$ cat config.mk
export PLATFORM = sky130hd
export DESIGN_NAME = vseq_timing_gen
export DESIGN_NICKNAME = d
export VERILOG_FILES = /design/src/rtl/vseq_timing_gen.sv
export SDC_FILE = /design/constraint.sdc
export NUM_CORES = 1
export LEC_CHECK = 0
export BUFFER_PORTS_ARGS = -buffer_cell sky130_fd_sc_hd__buf_2
export CAP_MARGIN = 20
export CORE_AREA = 8 8 280 282
export CTS_CLUSTER_SIZE = 24
export DETAILED_ROUTE_END_ITERATION = 7
export DIE_AREA = 0 0 288 290
export GPL_TIMING_DRIVEN = 0
export PLACE_DENSITY_LB_ADDON = 0.15
export SLEW_MARGIN = 10
export SYNTH_ARGS = -nofsm -noshare
export SYNTH_HDL_FRONTEND = slang
export SYNTH_SLANG_ARGS = --single-unit
export TNS_END_PERCENT = 10
$ cat constraint.sdc
create_clock -name clk -period 3.5 [get_ports clk]
set_input_delay 0.7 -clock clk [delete_from_list [all_inputs] [get_ports clk]]
set_output_delay 0.7 -clock clk [all_outputs]
set_load 0.01 [all_outputs]
$ cat src/rtl/vseq_timing_gen.sv
module vseq_timing_gen #(
  parameter int NV    = 8,
  parameter int NGRP  = 4,
  parameter int NSTEP = 16,
  parameter int CW    = 13,
  parameter int RW    = 8,
  parameter int NTOG  = 2
) (
  input  logic                        clk,
  input  logic                        rst_n,
  input  logic                        line_odd,
  input  logic                        last_line,
  input  logic [CW-1:0]               line_m1,
  input  logic [CW-1:0]               last_m1,
  input  logic [CW-1:0]               start_a,
  input  logic [CW-1:0]               start_b,
  input  logic [RW-1:0]               rep_odd,
  input  logic [RW-1:0]               rep_even,
  input  logic [$clog2(NSTEP)-1:0]    pat_m1,
  input  logic [4*$clog2(NGRP)-1:0]   grp_sel,
  input  logic [NGRP*NSTEP*NV-1:0]    pat_tbl,
  input  logic                        mask_en,
  input  logic [1:0]                  frz_en,
  input  logic [2*CW-1:0]             frz_pos,
  input  logic [2*CW-1:0]             res_pos,
  input  logic [2:0]                  tg_pol,
  input  logic [3*NTOG*CW-1:0]        tg_pos,
  output logic [NV-1:0]               vout_o,
  output logic                        eol_o,
  output logic                        clamp_o,
  output logic                        pblank_o,
  output logic                        hblank_o
);
  localparam int GW   = $clog2(NGRP);
  localparam int SW   = $clog2(NSTEP);
  localparam int SUBW = NV / 4;

  logic [CW-1:0] cnt;
  logic [CW-1:0] act_m1;
  logic          last_px;
  logic [RW-1:0] reps;
  logic [RW-1:0] reps_m1;
  logic          hold;
  logic [1:0]    win;
  logic [1:0]    fire;
  logic [SW-1:0] cstep [2];
  logic [2:0]    tg_nxt;

  assign act_m1  = last_line ? last_m1 : line_m1;
  assign last_px = (cnt == act_m1);
  assign reps    = line_odd ? rep_odd : rep_even;
  assign reps_m1 = (reps == '0) ? '0 : reps - RW'(1);

  for (genvar w = 0; w < 2; w++) begin : g_win
    assign win[w] = frz_en[w] && (cnt >= frz_pos[w*CW +: CW]) && (cnt < res_pos[w*CW +: CW]);
  end
  assign hold = mask_en && (|win);

  always_ff @(posedge clk or negedge rst_n) begin
    if (!rst_n) begin
      cnt   <= '0;
      eol_o <= 1'b0;
    end else begin
      cnt   <= last_px ? '0 : cnt + CW'(1);
      eol_o <= last_px;
    end
  end

  for (genvar e = 0; e < 2; e++) begin : g_eng
    logic          act;
    logic          go;
    logic [SW-1:0] step;
    logic [SW-1:0] cs;
    logic [RW-1:0] rep;
    logic [RW-1:0] cr;
    logic [CW-1:0] st;

    assign st       = (e == 0) ? start_a : start_b;
    assign go       = act || (cnt == st);
    assign cs       = act ? step : '0;
    assign cr       = act ? rep : '0;
    assign fire[e]  = go && !hold;
    assign cstep[e] = cs;

    always_ff @(posedge clk or negedge rst_n) begin
      if (!rst_n) begin
        act  <= 1'b0;
        step <= '0;
        rep  <= '0;
      end else begin
        if (go && !hold) begin
          if (cs == pat_m1) begin
            step <= '0;
            if (cr == reps_m1) begin
              act <= 1'b0;
              rep <= '0;
            end else begin
              act <= 1'b1;
              rep <= cr + RW'(1);
            end
          end else begin
            act  <= 1'b1;
            step <= cs + SW'(1);
            rep  <= cr;
          end
        end
        if (last_px) act <= 1'b0;
      end
    end
  end

  function automatic logic [SUBW-1:0] pick(input int g, input int s, input int k);
    return pat_tbl[(g*NSTEP + s)*NV + k*SUBW +: SUBW];
  endfunction

  always_ff @(posedge clk or negedge rst_n) begin
    if (!rst_n) begin
      vout_o <= '0;
    end else begin
      for (int k = 0; k < 4; k++)
        if (fire[k/2])
          vout_o[k*SUBW +: SUBW] <= pick(int'(grp_sel[k*GW +: GW]), int'(cstep[k/2]), k);
    end
  end

  always_comb begin
    tg_nxt = tg_pol;
    for (int i = 0; i < 3; i++)
      for (int j = 0; j < NTOG; j++)
        if (tg_pos[(i*NTOG + j)*CW +: CW] <= cnt) tg_nxt[i] = ~tg_nxt[i];
  end

  always_ff @(posedge clk or negedge rst_n) begin
    if (!rst_n) {hblank_o, pblank_o, clamp_o} <= 3'b000;
    else        {hblank_o, pblank_o, clamp_o} <= tg_nxt;
  end
endmodule

==> impl_metrics.csv, run 1 <==
group,metric,value,unit
die,rows,100,
sta,setup_viol,1,
synthesis,syn_area,11100,um^2
sta,slew_viol_final,0,
sta,fmax,282,MHz
critical_path,reg2reg_setup_slack,-50,ps
route,vias,12943,
synthesis,syn_nets,2013,
route,viasPerCell,4.47,
die,dieHeight,290,um
cts,htreeDepth,2,
global_route,grt.total_usage,17.4,%
place,port_buffers,741,
critical_path,worstSetupStartpointType,"flop",
critical_path,path_cells,"clkbuf_1, clkbuf_1, mux4_2, a211oi_1, a311oi_1, a211oi_1, a211oi_2, a21o_1",
global_route,grt_max_degree,37,
die,initial_core_util,15.1,%
sta,finalCritPeriodShare,101,%
critical_path,crit_path_end_kind,"flop",
synthesis,synth_cell_types,76,
synthesis,synthesis.yosys.warnings,0,
route,totalWireLength,76300,um
sta,tightest_slew,823,ps
synthesis,ys_seq_area_share,11.5,%
synthesis,synth_cells,1147,
global_route,grt_pass1_wl,105000,um
critical_path,crit_arrival,3760,ps
sta,fin_setup_tns,-49.7,ps
global_route,antenna_found_initial,44,
cts,clk_latency,320,ps
critical_path,cp.required,3710,ps
cts,clk_pin_slew_worst_paths,80,ps
global_route,first_global_vias,13887,
synthesis,ys_top_cells_by_area,"mux4_2 (27%), ha_1 (15%), dfrtp_1 (11%)",
cts,root_buffer,"clkbuf_16",
die,io_pins,744,
synthesis,synth_area_per_cell,9.71,um^2
synthesis,ys.flop_type,"dfrtp_1",
synthesis,synth_top_area_share,27.5,%
sta,layout_setup_ws,-49.7,ps
sta,rsz0062_at_grt,"true",
synthesis,ys_ff_latch,51,
final_layout,final_cell_mix,"buf_2 (756), mux4_2 (136), ha_1 (133)",
run_status,violations,"negative setup slack",
die,die-area,83500,um^2
run_status,run_status,"complete, but fails checks",
power_and_ir_drop,power_density,251,nW/um^2
final_layout,drive_gt1_share,50.3,%
power_and_ir_drop,power_leakage,7.92,nW
final_layout,final.fill_count,8317,
route,firstDrtPassIters,5,
critical_path,slowest_stage,"clkbuf_1",
final_layout,syn_to_final_growth,48.2,%
route,final_antenna_net_count,0,
final_layout,layout_commonest_cell,"buf_2",
die,coreArea,73800,um^2
die,die_x,288,um
synthesis,synth_edf_count,0,
critical_path,critPathKind,"flop to flop",
sta,hold_viol_final,0,
cts,cts-buffers-inserted,5,
synthesis,synthArstFlopShare,100,%
place,hpwl,68500,um
final_layout,nets,2770,
sta,slew_headroom,45.1,%
job,drv_cap,0,
critical_path,critPathMaxStageDelay,630,ps
place,place_ws,-805,ps
place,gp_congestion,0.900,
synthesis,synth_top_area_cell,"mux4_2",
cts,clockBufferDepth,2,
route,drc_errors,0,
critical_path,cp_max_fo,10,
sta,whs,252,ps
route,wl_per_cell,26.4,um
cts,clock-sinks,51,
min_path,min_path_type,"input pin to async pin",
power_and_ir_drop,peakVddDrop,0.000162,V
cts,cts_tree,"done",
route,drtIter0Drc,831,
sta,fin_skew,14.6,ps
global_route,grt_overflow,0,
sta,period_needed,3550,ps
==> power by group <==
group,total [W],leakage (nW),switching [W],internal (W)
registers,0.000842,0.676,0.000171,0.000671
clock network,0.000566,0.0732,0.000278,0.000288
logic,0.00273,7.17,0.00136,0.00138
total,0.00414,7.92,0.00180,0.00233
==> what timing repair did <==
| item | in CTS | in global routing |
|---|---|---|
| buffers inserted | 8 | 2 |
| resized for setup | 19 | 20 |
| hold buffers | 0 | 0 |
| endpoints found under the setup margin | 34 | 25 |
| cloned | 0 | 0 |
| pin swaps | 3 | 2 |
==> layout make-up <==
| class | count | area, um^2 | share of cell area [%] |
|---|---|---|---|
| Inverter | 83 | 312 | 1.89 |
| Clock inverter | 2 | 16.3 | 0.0986 |
| Sequential cell | 51 | 1280 | 7.76 |
| Antenna cell | 22 | 55.1 | 0.334 |
| Clock buffer | 6 | 139 | 0.842 |
| Tap cell | 969 | 1210 | 7.35 |
| Buffer | 63 | 293 | 1.77 |
| Multi-Input combinational cell | 946 | 9370 | 56.8 |
| Timing Repair Buffer | 754 | 3820 | 23.2 |
==> per-stage QoR <==
step	instance area, um^2	util [%]	power, W	std cells
6_report	16500	22.4	0.00414	2896
2_1_floorplan	11200	-	0.00245	1147
4_1_cts	16400	22.2	0.00422	2872
3_3_place_gp	16100	21.8	0.00356	2857
3_5_place_dp	16100	21.8	0.00360	2860
5_1_grt	16500	22.3	0.00454	2890
==> kinds of logic after synthesis <==
group,share of synthesized area (%)
buf+inv,5.29
fa+ha+maj,15.1
mux,32.6
compound gates,14.9
flops,11.5
simple gates,14.5
xor+xnor,6.18
==> cells in the mapped netlist (9+ instances only) <==
master / count
nor2_1: 33
nand3_1: 34
nor3_1: 15
and2_1: 9
buf_2: 18
ha_1: 134
nor2b_1: 32
o31ai_1: 10
xnor2_1: 51
clkbuf_1: 42
mux4_2: 136
a21oi_1: 50
nand2_1: 83
mux2i_1: 54
a211oi_1: 34
a21o_1: 35
nand2b_1: 12
o21ai_0: 36
nand4_1: 25
dfrtp_1: 51
inv_1: 80
xor2_1: 25
o21a_1: 10
nor4_1: 10
and3_1: 9
==> layer usage <==
metal | vias up | share of wire, % | global-route usage (%)
met3 | 73 | 5.9 | 2.93
met1 | 6336 | 41 | 21.5
met5 | - | 0.096 | 0
li1 | 6017 | - | -
met2 | 505 | 51 | 31.1
met4 | 12 | 1.8 | 4.32
==> worst max-delay path, delay by kind of cell, from the launching register on <==
kind                   cells  cell delay, ps
multiplexers               1             440
AO/OA/AOI/OAI              5            1520
flip-flops                 1             330
buffers and inverters      2            1150
==> sequential cells by signal (all words and copies together) (netlist names) <==
| register | flops |
|---|---|
| clamp_o | 1 |
| cnt | 13 |
| eol_o | 1 |
| g_eng.act | 2 |
| g_eng.rep | 16 |
| g_eng.step | 8 |
| hblank_o | 1 |
| pblank_o | 1 |
| vout_o | 8 |
==> final timing paths <==
check,depth (start not counted),end,startpoint
max,8,vout_o[0]$_DFFE_PN0P_,g_eng[0].step[2]$_DFFE_PN0P_
min,1,eol_o$_DFF_PN0_,rst_n
max reg2reg,8,vout_o[0]$_DFFE_PN0P_,g_eng[0].step[2]$_DFFE_PN0P_
min reg2reg,1,vout_o[2]$_DFFE_PN0P_,vout_o[2]$_DFFE_PN0P_
max in group asynchronous,2,g_eng[0].step[0]$_DFFE_PN0P_,rst_n
min in group clk,1,vout_o[2]$_DFFE_PN0P_,vout_o[2]$_DFFE_PN0P_
(Power assumes the default switching activity.)
==> run 2, diff against run 1 <==
CTS_BUF_LIST = sky130_fd_sc_hd__clkbuf_8   (was default)
==> run 2 against run 1 <==
  * The run now ends clean
  * Largest cell class unchanged
  * Clock skew up 6.6 ps
  * Critical path type unchanged
  * Non-clock buffer count down 1
  * Total power down 3.6%
  * Hold slack worse by 44 ps
  * Design area down 0.58%
  * Clock power down 24%
  * Clock-buffer cell count unchanged
  * Sequential cell count unchanged
==> impl_metrics.csv, run 2 (synthesis gave the netlist of run 1 again) <==
group,metric,value,unit
die,die_x,288,um
final_layout,reg_top3,"g_eng.rep (16), cnt (13)",
final_layout,regMostFlops,"g_eng.rep",
cts,clk_latency,360,ps
global_route,grt.total_usage,17.4,%
global_route,grt_max_degree,37,
cts,clk_pin_slew_worst_paths,110,ps
final_layout,drive_gt1_share,50.0,%
run_status,run_status,"complete, no violations",
place,place_ws,-805,ps
final_layout,largest_register_ffs,16,
cts,clock-sinks,51,
route,wl_per_cell,26.4,um
route,viasPerCell,4.47,
global_route,grt_overflow,0,
power_and_ir_drop,power_leakage,7.90,nW
critical_path,crit_family,"compound AO/OA/AOI/OAI gates",
power_and_ir_drop,net-switching-power,0.00178,W
sta,whs,209,ps
place,place_inst,2860,
global_route,first_global_vias,13945,
sta,tightest_slew,837,ps
place,port_buffers,741,
critical_path,path_cells,"buf_2, mux4_2, nor2b_1, a211oi_1, a31oi_1, a211oi_1, a211oi_2, a21o_1",
critical_path,critPathKind,"flop to flop",
die,coreArea,73800,um^2
route,totalWireLength,76200,um
route,drtIter0Drc,595,
sta,period_needed,3440,ps
final_layout,syn_to_final_growth,47.3,%
final_layout,layout_commonest_cell,"buf_2",
power_and_ir_drop,switching_share,44.7,%
critical_path,worstSetupStartpointType,"flop",
route,firstDrtPassIters,5,
die,dieHeight,290,um
sta,fin_skew,21.2,ps
power_and_ir_drop,p_clk_share,10.7,%
final_layout,nets,2769,
critical_path,reg2reg_setup_slack,60,ps
critical_path,reg2reg_depth,8,
critical_path,slowest_stage,"a211oi_1",
die,die-area,83500,um^2
cts,hold_buffers,0,
global_route,antenna_found_initial,41,
cts,cts-buffers-inserted,5,
die,io_pins,744,
sta,finalCritPeriodShare,98.4,%
job,drv_cap,0,
die,initial_core_util,15.1,%
place,hpwl,68500,um
power_and_ir_drop,seq_power_share,21.1,%
sta,layout_setup_ws,55.2,ps
power_and_ir_drop,comb_power_share,68.2,%
route,drc_errors,0,
critical_path,critPathBufInv,1,
final_layout,layout.cells.non_filler,2892,
cts,clockBufferDepth,2,
final_layout,multiInputGateArea,9360,um^2
cts,root_buffer,"clkbuf_8",
critical_path,r2r_start,"g_eng[0].step[0]$_DFFE_PN0P_",
power_and_ir_drop,internal-power,0.00221,W
power_and_ir_drop,power_density,243,nW/um^2
global_route,grt_pass1_wl,105000,um
final_layout,final.fill_count,8322,
place,gp_congestion,0.900,
sta,rsz0062_at_grt,"true",
critical_path,cp_max_fo,10,
critical_path,crit_path_end_kind,"flop",
power_and_ir_drop,total_power,0.00399,W
cts,cts_tree,"done",
min_path,min_path_type,"input pin to async pin",
critical_path,crit_arrival,3700,ps
sta,fin_setup_tns,0,ps
final_layout,final_cell_mix,"buf_2 (758), mux4_2 (136), ha_1 (133)",
critical_path,r2r-end,"vout_o[3]$_DFFE_PN0P_",
die,rows,100,
route,final_antenna_net_count,0,
sta,setup_viol,0,
final_layout,regArea,1280,um^2
cts,htreeDepth,2,
critical_path,cp.required,3750,ps
critical_path,crit_start,"g_eng[0].step[0]$_DFFE_PN0P_",
sta,hold_viol_final,0,
critical_path,crit_top_cell,"a211oi_1",
sta,slew_viol_final,0,
power_and_ir_drop,peakVddDrop,0.000124,V
critical_path,critPathMaxStageDelay,690,ps
sta,slew_headroom,44.2,%
sta,fmax,290,MHz
route,vias,12929,
==> run 2: power groups by stage <==
stage / sequential (W) / clock [W] / combinational (W)
2_1_floorplan: 0.000775 / 0 / 0.00167
3_5_place_dp: 0.000820 / 0 / 0.00278
4_1_cts: 0.000849 / 0.000466 / 0.00277
5_1_grt: 0.000866 / 0.000479 / 0.00305
6_report: 0.000841 / 0.000429 / 0.00272
3_3_place_gp: 0.000821 / 0 / 0.00274
==> run 2: per-layer routing <==
layer / vias to the layer above / part of all wire [%] / routed length [um] / track usage, %
met5: - / 0.081 / 62 / 0
met3: 65 / 5.9 / 4510 / 2.97
li1: 6007 / - / - / -
met2: 530 / 52 / 39400 / 31.5
met4: 10 / 1.3 / 968 / 3.54
met1: 6317 / 41 / 31300 / 21.5
==> run 2: layout make-up <==
type	instances	share of cell area (%)
Multi-Input combinational cell	946	57.0
Inverter	83	1.90
Buffer	63	1.72
Tap cell	969	7.39
Antenna cell	19	0.290
Clock inverter	2	0.0991
Timing Repair Buffer	753	23.3
Sequential cell	51	7.81
Clock buffer	6	0.503
==> run 2: worst max-delay path by stage <==
stage	to	slack, ps	cells after the start
finish	vout_o[3]$_DFFE_PN0P_	60	8
global route	g_eng[0].rep[7]$_DFFE_PN0P_	-80	11
CTS	vout_o[3]$_DFFE_PN0P_	-6	12
detailed placement	g_eng[1].step[1]$_DFFE_PN0P_	-810	11
global placement	vout_o[2]$_DFFE_PN0P_	-1100	11
floorplan	g_eng[1].rep[2]$_DFFE_PN0P_	3	13
==> run 2: what timing repair did <==
item                                    CTS  global route
resized for setup                        18            13
buffers inserted                          8             1
endpoints found under the setup margin   34            25
pin swaps                                 3             1
==> run 2: metrics by stage <==
stage	cell area (um^2)	utilization, %
floorplan	11200	-
global placement	16100	21.8
detailed placement	16100	21.8
CTS	16300	22.1
global route	16400	22.2
finish	16400	22.2
==> run 3, diff against run 2 <==
CORE_AREA = 8 8 285 287   (was 8 8 280 282)
DIE_AREA = 0 0 293 295   (was 0 0 288 290)
clock period = 2.76 ns   (was 3.5 ns; I/O delays follow)
==> run 3 against run 2 <==
  * The run now ends with negative setup slack left
  * Maximum frequency grew 21%
  * Sequential power increased by 22%
  * Non-clock buffer count grew 37
  * Sequential share of layout area down 0.36 points
  * Clock power is 51% higher
  * Register-to-register slack got worse by 130 ps
  * Largest cell class unchanged
==> impl_metrics.csv, run 3 (synthesis gave the netlist of run 1 again) <==
group,metric,value,unit
run_status,run_status,"complete, but fails checks",
run_status,violations,"negative setup slack",
die,io_pins,744,
route,drtIter0Drc,669,
critical_path,crit_start,"cnt[4]$_DFF_PN0_",
final_layout,reg_top3,"g_eng.rep (16), cnt (13)",
place,gp_congestion,0.940,
final_layout,largest_register_ffs,16,
sta,finalCritPeriodShare,103,%
sta,slew_headroom,54.6,%
cts,clk_pin_slew_worst_paths,120,ps
critical_path,crit_path_end_kind,"flop",
sta,rsz0062_at_grt,"true",
route,final_antenna_net_count,0,
critical_path,reg2reg_setup_slack,-80,ps
final_layout,layout_commonest_cell,"buf_2",
final_layout,drive_gt1_share,55.6,%
critical_path,r2r-end,"g_eng[0].rep[3]$_DFFE_PN0P_",
critical_path,crit_arrival,3160,ps
sta,fin_skew,32.4,ps
global_route,grt_max_degree,37,
critical_path,cp_max_fo,8,
cts,clock-sinks,51,
final_layout,nets,2806,
die,rows,102,
critical_path,critPathBufInv,2,
route,firstDrtPassIters,5,
critical_path,critPathMaxStageDelay,450,ps
global_route,grt_pass1_wl,105000,um
final_layout,syn_to_final_growth,55.8,%
job,drv_cap,0,
cts,clockBufferDepth,2,
route,drc_errors,0,
route,wl_per_cell,25.6,um
critical_path,crit_cells,11,
die,die-area,86400,um^2
route,viasPerCell,4.40,
critical_path,path_cells,"buf_4, ha_1, o211ai_1, or3_1, o21ai_2, a41o_1, o211ai_1, buf_4, or3_4, a21oi_2, a21o_1",
min_path,min_path_type,"flop to flop",
place,port_buffers,741,
power_and_ir_drop,power_leakage,8.22,nW
place,place_ws,-1570,ps
sta,setup_viol,15,
critical_path,cp.required,3080,ps
global_route,grt_overflow,0,
sta,fmax,352,MHz
final_layout,final_cell_mix,"buf_2 (754), mux4_2 (136), ha_1 (125)",
sta,slew_viol_final,0,
cts,htreeDepth,2,
power_and_ir_drop,total_power,0.00569,W
sta,period_needed,2840,ps
die,dieHeight,295,um
cts,cts-buffers-inserted,5,
critical_path,r2r_start,"cnt[4]$_DFF_PN0_",
critical_path,crit_family,"compound AO/OA/AOI/OAI gates",
die,coreArea,76700,um^2
critical_path,slowest_stage,"dfrtp_2",
power_and_ir_drop,peakVddDrop,0.000246,V
cts,clk_latency,400,ps
die,initial_core_util,14.5,%
cts,root_buffer,"clkbuf_8",
sta,tightest_slew,680,ps
cts,cts_tree,"done",
power_and_ir_drop,power_density,328,nW/um^2
critical_path,worstSetupStartpointType,"flop",
global_route,first_global_vias,14184,
critical_path,endpoint,"g_eng[0].rep[3]$_DFFE_PN0P_",
global_route,antenna_found_initial,21,
sta,hold_viol_final,0,
route,vias,13174,
global_route,grt.total_usage,16.8,%
final_layout,regMostFlops,"g_eng.rep",
die,die_x,293,um
place,hpwl,67800,um
critical_path,critPathKind,"flop to flop",
final_layout,final.fill_count,8519,
critical_path,reg2reg_depth,11,
route,totalWireLength,76700,um
sta,layout_setup_ws,-78.9,ps
run 3: worst register-to-register path: cells and delay by family (launching register included):
kind                     cells  cell delay [ps]
AO/OA/AOI/OAI                6              920
flip-flops                   1              450
buffers and inverters        2              410
adder cells (fa/ha/maj)      1              270
AND/OR/NAND/NOR              2              740
run 3: layout make-up:
| class | count | area, um^2 | share of cell area (%) |
|---|---|---|---|
| diodes | 13 | 32.5 | 0.187 |
| multi-input cells | 946 | 9710 | 55.9 |
| repair buffers | 790 | 4170 | 24.0 |
| well taps | 1040 | 1300 | 7.50 |
| clock buffers | 5 | 68.8 | 0.396 |
| flip-flops and latches | 51 | 1290 | 7.45 |
| plain buffers | 63 | 410 | 2.36 |
| clock inverters | 3 | 46.3 | 0.267 |
| inverters | 83 | 333 | 1.92 |
run 3: worst min-delay path by stage:
stage / startpoint / to / depth (start not counted) / slack [ps]
finish: vout_o[2]$_DFFE_PN0P_ / vout_o[2]$_DFFE_PN0P_ / 1 / 480
global route: grp_sel[4] / vout_o[5]$_DFFE_PN0P_ / 3 / 490
CTS: tg_pol[1] / pblank_o$_DFF_PN0_ / 3 / 440
detailed placement: vout_o[2]$_DFFE_PN0P_ / vout_o[2]$_DFFE_PN0P_ / 1 / 460
global placement: vout_o[0]$_DFFE_PN0P_ / vout_o[0]$_DFFE_PN0P_ / 1 / 460
floorplan: rst_n / clamp_o$_DFF_PN0_ / 0 / 260
run 3: metrics by stage:
stage / hold WS, ps / instances / TNS [ps] / instance area, um^2 / utilization (%)
2_1_floorplan: 256 / 1147 / -2930 / 11200 / -
3_3_place_gp: 460 / 2928 / -73550 / 16200 / 21.1
3_5_place_dp: 465 / 2932 / -51280 / 16300 / 21.2
4_1_cts: 442 / 2960 / -4930 / 16800 / 22.0
5_1_grt: 494 / 2988 / -3480 / 17300 / 22.6
6_report: 483 / 2994 / -494 / 17400 / 22.6
run 3: timing repair:
action | in CTS | in global routing
gates resized for setup | 99 | 77
hold endpoints to repair | 7 | 0
cloned | 0 | 0
hold buffers | 1 | 0
pin swaps | 14 | 28
setup buffers | 22 | 22
endpoints found under the setup margin | 47 | 47
run 3: power by group:
group          total [W]  switching, W  internal (W)
Combinational    0.00402       0.00201       0.00201
Sequential       0.00103      0.000164      0.000861
Clock           0.000646      0.000371      0.000275
run 3: per-layer routing:
layer	track usage, %	wire length (um)	up-vias
met2	29.2	38300	524
met5	0	35	-
met3	3.40	4900	48
met4	3.30	1040	6
li1	-	-	6082
met1	21.5	32300	6514
